[src/rtl/tmr_pkg.sv]
package tmr_pkg;

   localparam int unsigned CODE_W    = 3;
   localparam int unsigned MAX_SRC   = 3;
   localparam int unsigned CTRL_BITS = 10;

   localparam int unsigned SRC_LSB    = 0;
   localparam int unsigned CODE_LSB   = 3;
   localparam int unsigned PWM_ON_BIT = 7;
   localparam int unsigned INIT_BIT   = 8;
   localparam int unsigned ABRUPT_BIT = 9;

   typedef enum logic [1:0] {
      SEL_CTRL  = 2'd0,
      SEL_FULL  = 2'd1,
      SEL_HALF  = 2'd2,
      SEL_COUNT = 2'd3
   } tmr_sel_e;

   typedef struct packed {
      logic               abrupt;
      logic               init_hi;
      logic               pwm_on;
      logic [CODE_W-1:0]  code;
      logic [MAX_SRC-1:0] src_en;
   } tmr_ctrl_t;

endpackage

[src/rtl/tmr_prescaler.sv]
module tmr_prescaler #(
   parameter int unsigned NUM_DIV = 6,
   parameter int unsigned PRE_W   = 10
) (
   input  logic             clk,
   input  logic             rst_n,
   input  logic             src_tick,
   input  logic [2:0]       code,
   input  logic             restart,
   output logic             adv,
   output logic [PRE_W-1:0] pre_cnt
);

   generate
      if (NUM_DIV == 1) begin : g_nodiv
         logic unused_ok;
         assign unused_ok = ^{clk, rst_n, code, restart};
         assign adv       = src_tick;
         assign pre_cnt   = '0;
      end else begin : g_div
         if (PRE_W < 2 * (NUM_DIV - 1)) begin : g_bad_w
            $error("tmr_prescaler: PRE_W too narrow for NUM_DIV");
         end

         function automatic logic [PRE_W-1:0] terminal_of(input logic [2:0] c);
            logic [PRE_W-1:0] t;
            t = '0;
            for (int k = 1; k < NUM_DIV; k++) begin
               if (c == 3'(k)) t = PRE_W'((64'd1 << (2 * k)) - 64'd1);
            end
            return t;
         endfunction

         logic [PRE_W-1:0] cnt_q;
         logic [PRE_W-1:0] term;
         logic             hit;

         assign term    = terminal_of(code);
         assign hit     = src_tick && (cnt_q == term);
         assign adv     = hit;
         assign pre_cnt = cnt_q;

         always_ff @(posedge clk) begin
            if (!rst_n) begin
               cnt_q <= '0;
            end else if (restart || hit) begin
               cnt_q <= '0;
            end else if (src_tick) begin
               cnt_q <= cnt_q + 1'b1;
            end
         end
      end
   endgenerate

endmodule

[src/rtl/tmr_counter.sv]
module tmr_counter #(
   parameter int unsigned CNT_W = 16
) (
   input  logic             clk,
   input  logic             rst_n,
   input  logic             adv,
   input  logic             load,
   input  logic [CNT_W-1:0] load_val,
   input  logic [CNT_W-1:0] full_val,
   input  logic [CNT_W-1:0] half_val,
   output logic [CNT_W-1:0] cnt,
   output logic             full_hit,
   output logic             half_hit,
   output logic             full_evt,
   output logic             half_evt
);

   logic [CNT_W-1:0] cnt_q;

   assign cnt      = cnt_q;
   assign full_hit = adv && (cnt_q == full_val);
   assign half_hit = adv && (cnt_q == half_val);

   always_ff @(posedge clk) begin
      if (!rst_n) begin
         cnt_q    <= '0;
         full_evt <= 1'b0;
         half_evt <= 1'b0;
      end else begin
         full_evt <= full_hit;
         half_evt <= half_hit;
         if (load) begin
            cnt_q <= load_val;
         end else if (full_hit) begin
            cnt_q <= '0;
         end else if (adv) begin
            cnt_q <= cnt_q + 1'b1;
         end
      end
   end

endmodule

[src/rtl/tmr_pwm.sv]
module tmr_pwm (
   input  logic clk,
   input  logic rst_n,
   input  logic pwm_on,
   input  logic init_hi,
   input  logic abrupt,
   input  logic start,
   input  logic start_lvl,
   input  logic full_hit,
   input  logic half_hit,
   output logic pwm_out
);

   logic lvl_q;
   logic park;

   assign park    = !pwm_on && abrupt;
   assign pwm_out = park ? init_hi : lvl_q;

   always_ff @(posedge clk) begin
      if (!rst_n) begin
         lvl_q <= 1'b0;
      end else if (start) begin
         lvl_q <= start_lvl;
      end else if (park) begin
         lvl_q <= init_hi;
      end else if (full_hit) begin
         lvl_q <= init_hi;
      end else if (half_hit && pwm_on) begin
         lvl_q <= !init_hi;
      end
   end

endmodule

[src/rtl/tmr_channel.sv]
module tmr_channel
   import tmr_pkg::*;
#(
   parameter int unsigned CNT_W   = 16,
   parameter int unsigned NUM_SRC = 3,
   parameter int unsigned NUM_DIV = 6
) (
   input  logic               clk,
   input  logic               rst_n,
   input  logic               wr_en,
   input  logic [1:0]         wr_sel,
   input  logic [CNT_W-1:0]   wr_data,
   input  logic [1:0]         rd_sel,
   output logic [CNT_W-1:0]   rd_data,
   input  logic               cnt_en,
   input  logic               stop_in,
   input  logic [NUM_SRC-1:0] tick_in,
   output logic               full_evt,
   output logic               half_evt,
   output logic               pwm_out
);

   localparam int unsigned PRE_W = (NUM_DIV > 1) ? 2 * (NUM_DIV - 1) : 1;

   generate
      if (CNT_W < CTRL_BITS || CNT_W > 32) begin : g_bad_cnt_w
         $error("tmr_channel: CNT_W must lie in 10..32");
      end
      if (NUM_SRC < 1 || NUM_SRC > MAX_SRC) begin : g_bad_src
         $error("tmr_channel: NUM_SRC must lie in 1..3");
      end
      if (NUM_DIV < 1 || NUM_DIV > (1 << CODE_W)) begin : g_bad_div
         $error("tmr_channel: NUM_DIV must lie in 1..8");
      end
   endgenerate

   tmr_ctrl_t        ctrl_q;
   tmr_ctrl_t        ctrl_new;
   logic [CNT_W-1:0] full_q;
   logic [CNT_W-1:0] half_q;
   logic [CNT_W-1:0] cnt_q;
   logic [CNT_W-1:0] ctrl_rd;
   logic [PRE_W-1:0] pre_q;

   logic ctrl_wr;
   logic cnt_load;
   logic src_tick;
   logic adv;
   logic full_hit;
   logic half_hit;
   logic pwm_start;
   logic [NUM_SRC-1:0] gated;

   assign ctrl_wr  = wr_en && (tmr_sel_e'(wr_sel) == SEL_CTRL);
   assign cnt_load = wr_en && (tmr_sel_e'(wr_sel) == SEL_COUNT);

   always_comb begin
      ctrl_new         = '0;
      ctrl_new.code    = wr_data[CODE_LSB +: CODE_W];
      ctrl_new.pwm_on  = wr_data[PWM_ON_BIT];
      ctrl_new.init_hi = wr_data[INIT_BIT];
      ctrl_new.abrupt  = wr_data[ABRUPT_BIT];
      for (int i = 0; i < NUM_SRC; i++) begin
         ctrl_new.src_en[i] = wr_data[SRC_LSB + i];
      end
   end

   always_ff @(posedge clk) begin
      if (!rst_n) begin
         ctrl_q <= '0;
         full_q <= '0;
         half_q <= '0;
      end else if (wr_en) begin
         case (tmr_sel_e'(wr_sel))
            SEL_CTRL: ctrl_q <= ctrl_new;
            SEL_FULL: full_q <= wr_data;
            SEL_HALF: half_q <= wr_data;
            default:  ;
         endcase
      end
   end

   genvar g;
   generate
      for (g = 0; g < NUM_SRC; g++) begin : g_src
         assign gated[g] = tick_in[g] & ctrl_q.src_en[g];
      end
   endgenerate

   assign src_tick = cnt_en && !stop_in && (|gated);

   tmr_prescaler #(
      .NUM_DIV (NUM_DIV),
      .PRE_W   (PRE_W)
   ) pre_i (
      .clk      (clk),
      .rst_n    (rst_n),
      .src_tick (src_tick),
      .code     (ctrl_q.code),
      .restart  (ctrl_wr),
      .adv      (adv),
      .pre_cnt  (pre_q)
   );

   tmr_counter #(
      .CNT_W (CNT_W)
   ) cnt_i (
      .clk      (clk),
      .rst_n    (rst_n),
      .adv      (adv),
      .load     (cnt_load),
      .load_val (wr_data),
      .full_val (full_q),
      .half_val (half_q),
      .cnt      (cnt_q),
      .full_hit (full_hit),
      .half_hit (half_hit),
      .full_evt (full_evt),
      .half_evt (half_evt)
   );

   assign pwm_start = ctrl_wr && ctrl_new.pwm_on && !ctrl_q.pwm_on;

   tmr_pwm pwm_i (
      .clk       (clk),
      .rst_n     (rst_n),
      .pwm_on    (ctrl_q.pwm_on),
      .init_hi   (ctrl_q.init_hi),
      .abrupt    (ctrl_q.abrupt),
      .start     (pwm_start),
      .start_lvl (ctrl_new.init_hi),
      .full_hit  (full_hit),
      .half_hit  (half_hit),
      .pwm_out   (pwm_out)
   );

   always_comb begin
      ctrl_rd                          = '0;
      ctrl_rd[SRC_LSB +: MAX_SRC]      = ctrl_q.src_en;
      ctrl_rd[CODE_LSB +: CODE_W]      = ctrl_q.code;
      ctrl_rd[PWM_ON_BIT]              = ctrl_q.pwm_on;
      ctrl_rd[INIT_BIT]                = ctrl_q.init_hi;
      ctrl_rd[ABRUPT_BIT]              = ctrl_q.abrupt;
   end

   always_comb begin
      case (tmr_sel_e'(rd_sel))
         SEL_CTRL: rd_data = ctrl_rd;
         SEL_FULL: rd_data = full_q;
         SEL_HALF: rd_data = half_q;
         default:  rd_data = cnt_q;
      endcase
   end

endmodule

[config.mk]
export PLATFORM = sky130hd
export DESIGN_NAME = tmr_channel
export DESIGN_NICKNAME = d
export VERILOG_FILES = /design/src/rtl/tmr_pkg.sv /design/src/rtl/tmr_prescaler.sv /design/src/rtl/tmr_counter.sv /design/src/rtl/tmr_pwm.sv /design/src/rtl/tmr_channel.sv
export SDC_FILE = /design/constraint.sdc
export NUM_CORES = 1
export LEC_CHECK = 0
export ABC_CLOCK_PERIOD_IN_PS = 3500
export BUFFER_PORTS_ARGS = -buffer_cell sky130_fd_sc_hd__buf_2
export CAP_MARGIN = 0
export CORE_MARGIN = 1.5
export CORE_UTILIZATION = 59
export DETAILED_ROUTE_END_ITERATION = 8
export PLACE_DENSITY_LB_ADDON = 0.1
export SYNTH_ARGS = -nofsm -noshare
export SYNTH_HDL_FRONTEND = slang
export SYNTH_HIERARCHICAL = 1
export SYNTH_SLANG_ARGS = --single-unit
[constraint.sdc]
create_clock -name clk -period 3.5 [get_ports clk]
set_clock_uncertainty 0.05 [all_clocks]
set_input_delay 0.7 -clock clk [delete_from_list [all_inputs] [get_ports clk]]
set_output_delay 0.7 -clock clk [all_outputs]
set_load 0.03 [all_outputs]
==> metrics.cfg <==
[logic_synthesis]
synth_common_cells = 71 x nand2_1, 70 x dfxtp_1, 44 x mux2i_1
synth-async-reset-ratio = 0
synthesis.area_um2 = 4064
ys_types = 44
synth_top_area_frac = 0.3448
syn_inst = 442
ys.flop_type = dfxtp_1
synth_area_leaders = dfxtp_1 34%, mux2i_1 11%, nand2_1 6.6%
yosysTopAreaCell = dfxtp_1
synth_most_common_cell = nand2_1
syn_nets = 472
synth_seq_area_share = 0.3448
synth.ff_latch_count = 70
syn_area_per_cell_um2 = 9.194
synth_edf_count = 0
yosysWarnings = 6

[floorplan]
die_w_um = 86.00
die_h_um = 86.00
io_pins = 47
core_um2 = 6719
die-area_um2 = 7395
placementRows = 30
start_util = 0.6048

[detailed_routing]
wl_um = 9467
num_vias = 3283
routedWlPerCell_um = 17.06
drt-initial-drc-count = 273
vias_per_cell = 5.915
drtAntennaViolNets = 0
drc_errors = 0
drt_pre_antenna_iters = 4

[clocking]
postCtsResizedCells = 0
cts_sinks = 70
path_clk_slew_ps = 70
root_buffer = clkbuf_8
clock_path_buffers = 2
cts_made_buffers = 9
cts_hold_buffers = 0
clock_latency_ps = 350
cts_tree = yes
htree_levels = 3
cts_setup_buffers = 0

[setup_path]
start_kind = register
worstSetupStartpoint = ctrl_q[5]
worst_ep_arrival_time_ps = 3140
crit_required_ps = 3650
crit_path_end_kind = register
critPathMaxFanout = 16
critPathKind = reg2reg
reg2reg_from = ctrl_q[5]

[global_routing]
grt-ovfl-total = 0
grt_pass1_vias = 3055
grt_pass1_wl_um = 15410
grt_usage = 0.2695
antenna_found_initial = 0
grt_max_degree = 30

[sta]
post-route-period-util = 0.8554
fin_crit_ps = 2994
setup_slack_ps = 506.1
hold_viol = 0
tns_ps = 0
fmaxAchievable_mhz = 334.0
setup_viol = 0
max_slew_margin = 0.5040
maxSlewViolCount = 0
rsz0062_at_grt = no
tightest_slew_ps = 742.2

[power]
comb_power_share = 0.130
p_leak_nw = 1.959
pwr-share-seq = 0.497
p_total_mw = 1.715
p_switching_mw = 0.4618
power_switching_share = 0.2693
irDropWorstVdd_mv = 0.2453
power_density_nw_per_um2 = 386.5
p_clk_frac = 0.373
internal_power_mw = 1.253

[finish]
seq_area_um2 = 1401
final_core_util = 0.6603
nets = 501
fillCellCount = 598
areaGrowthSynthToFinish_pct = 9.175
drive_gt1_frac = 0.1958
antennaDiodeCount = 0
fin_cells = 555
multi_input_area_um2 = 2431

[worst_hold_path]
worstHoldPathType = reg2reg
hold_start = ctrl_q[8]

[status]
status = complete, no violations

[place]
gp_congestion = 0.8637
placedCellCount = 540
dp_hpwl_um = 6697
io_buffers = 46
dpl_worst_slack_ps = 387.1

[run]
cap_viol_max_count = 0

[cell families (layout without fill, tap and decap cells)]
group	Yosys count	in the layout	synth area share
AO/OA/AOI/OAI	58	58	0.1016
flip-flops	70	70	0.3448
buffers and inverters	43	76	0.05696
XOR/XNOR	56	56	0.1207
adder cells (fa/ha/maj)	2	2	0.006157
multiplexers	60	60	0.1776
AND/OR/NAND/NOR	153	153	0.1921
[final timing paths]
| path | slack (ps) | to | cells after the start |
|---|---|---|---|
| min reg2reg | 430 | ctrl_q[8] | 2 |
| max | 510 | cnt_i/cnt[13] | 8 |
| min | 430 | ctrl_q[8] | 2 |
| max reg2reg | 510 | cnt_i/cnt[13] | 8 |
[stage by stage]
stage | instance area, um^2 | hold WS, ps
floorplan | 4064 | 394.0
global placement | 4249 | 413.2
finish | 4437 | 434.1
detailed placement | 4249 | 424.9
CTS | 4437 | 435.2
global route | 4437 | 457.5
[layer usage]
metal | up-vias | share of wire | track usage
li1 | 1621 | - | -
met3 | 9 | 0.044 | 0.05967
met4 | 0 | 0.010 | 0.07038
met2 | 72 | 0.47 | 0.4316
met5 | - | 0 | 0
met1 | 1581 | 0.47 | 0.3695
[power by group through the flow]
stage	clock network (mW)	logic [mW]	registers [mW]
floorplan	0	0.174	0.856
global placement	0	0.218	0.868
detailed placement	0	0.221	0.870
CTS	0.659	0.222	0.851
global route	0.688	0.242	0.856
finish	0.640	0.223	0.852
[cell usage in the layout, fill, tap and decap left out, types with 4 or more instances in the layout]
master	count
a211oi_1	6
a21oi_1	12
a22o_1	7
a31oi_1	7
and3_1	6
buf_2	46
buf_4	8
clkbuf_8	10
clkinv_2	4
dfxtp_1	70
inv_1	7
mux2_2	7
mux2i_1	44
mux4_2	9
nand2_1	71
nand3_1	7
nand4_1	13
nor2_1	11
nor3b_1	17
nor4_1	5
o21ai_0	9
o22ai_1	11
xnor2_1	29
xor2_1	27
[registers in the layout, indices dropped and copies added (netlist names)]
name and flops:
cnt_i/cnt 16, cnt_i/full_evt 1, cnt_i/half_evt 1, ctrl_q 9, full_q 16, half_q 16
pre_i/pre_cnt 10, pwm_i/lvl_q 1
[critical path, cell delays in order, from the launching register on]
cell and delay, ps:
dfxtp_1 390, or3_1 420, a211o_1 340, a22oi_4 240
and2_1 180, nand2_1 80, or2_2 300, o311ai_4 630
o21ai_0 220
[cell type report]
cell class	count	share of cell area
clock inverter	5	0.01128
tap	80	0.02256
inverter	7	0.005922
clock buffer	10	0.03102
multi-input combinational	329	0.5479
timing repair buffer	54	0.06543
sequential	70	0.3158
No activity file was read; power rests on OpenSTA's default activity.
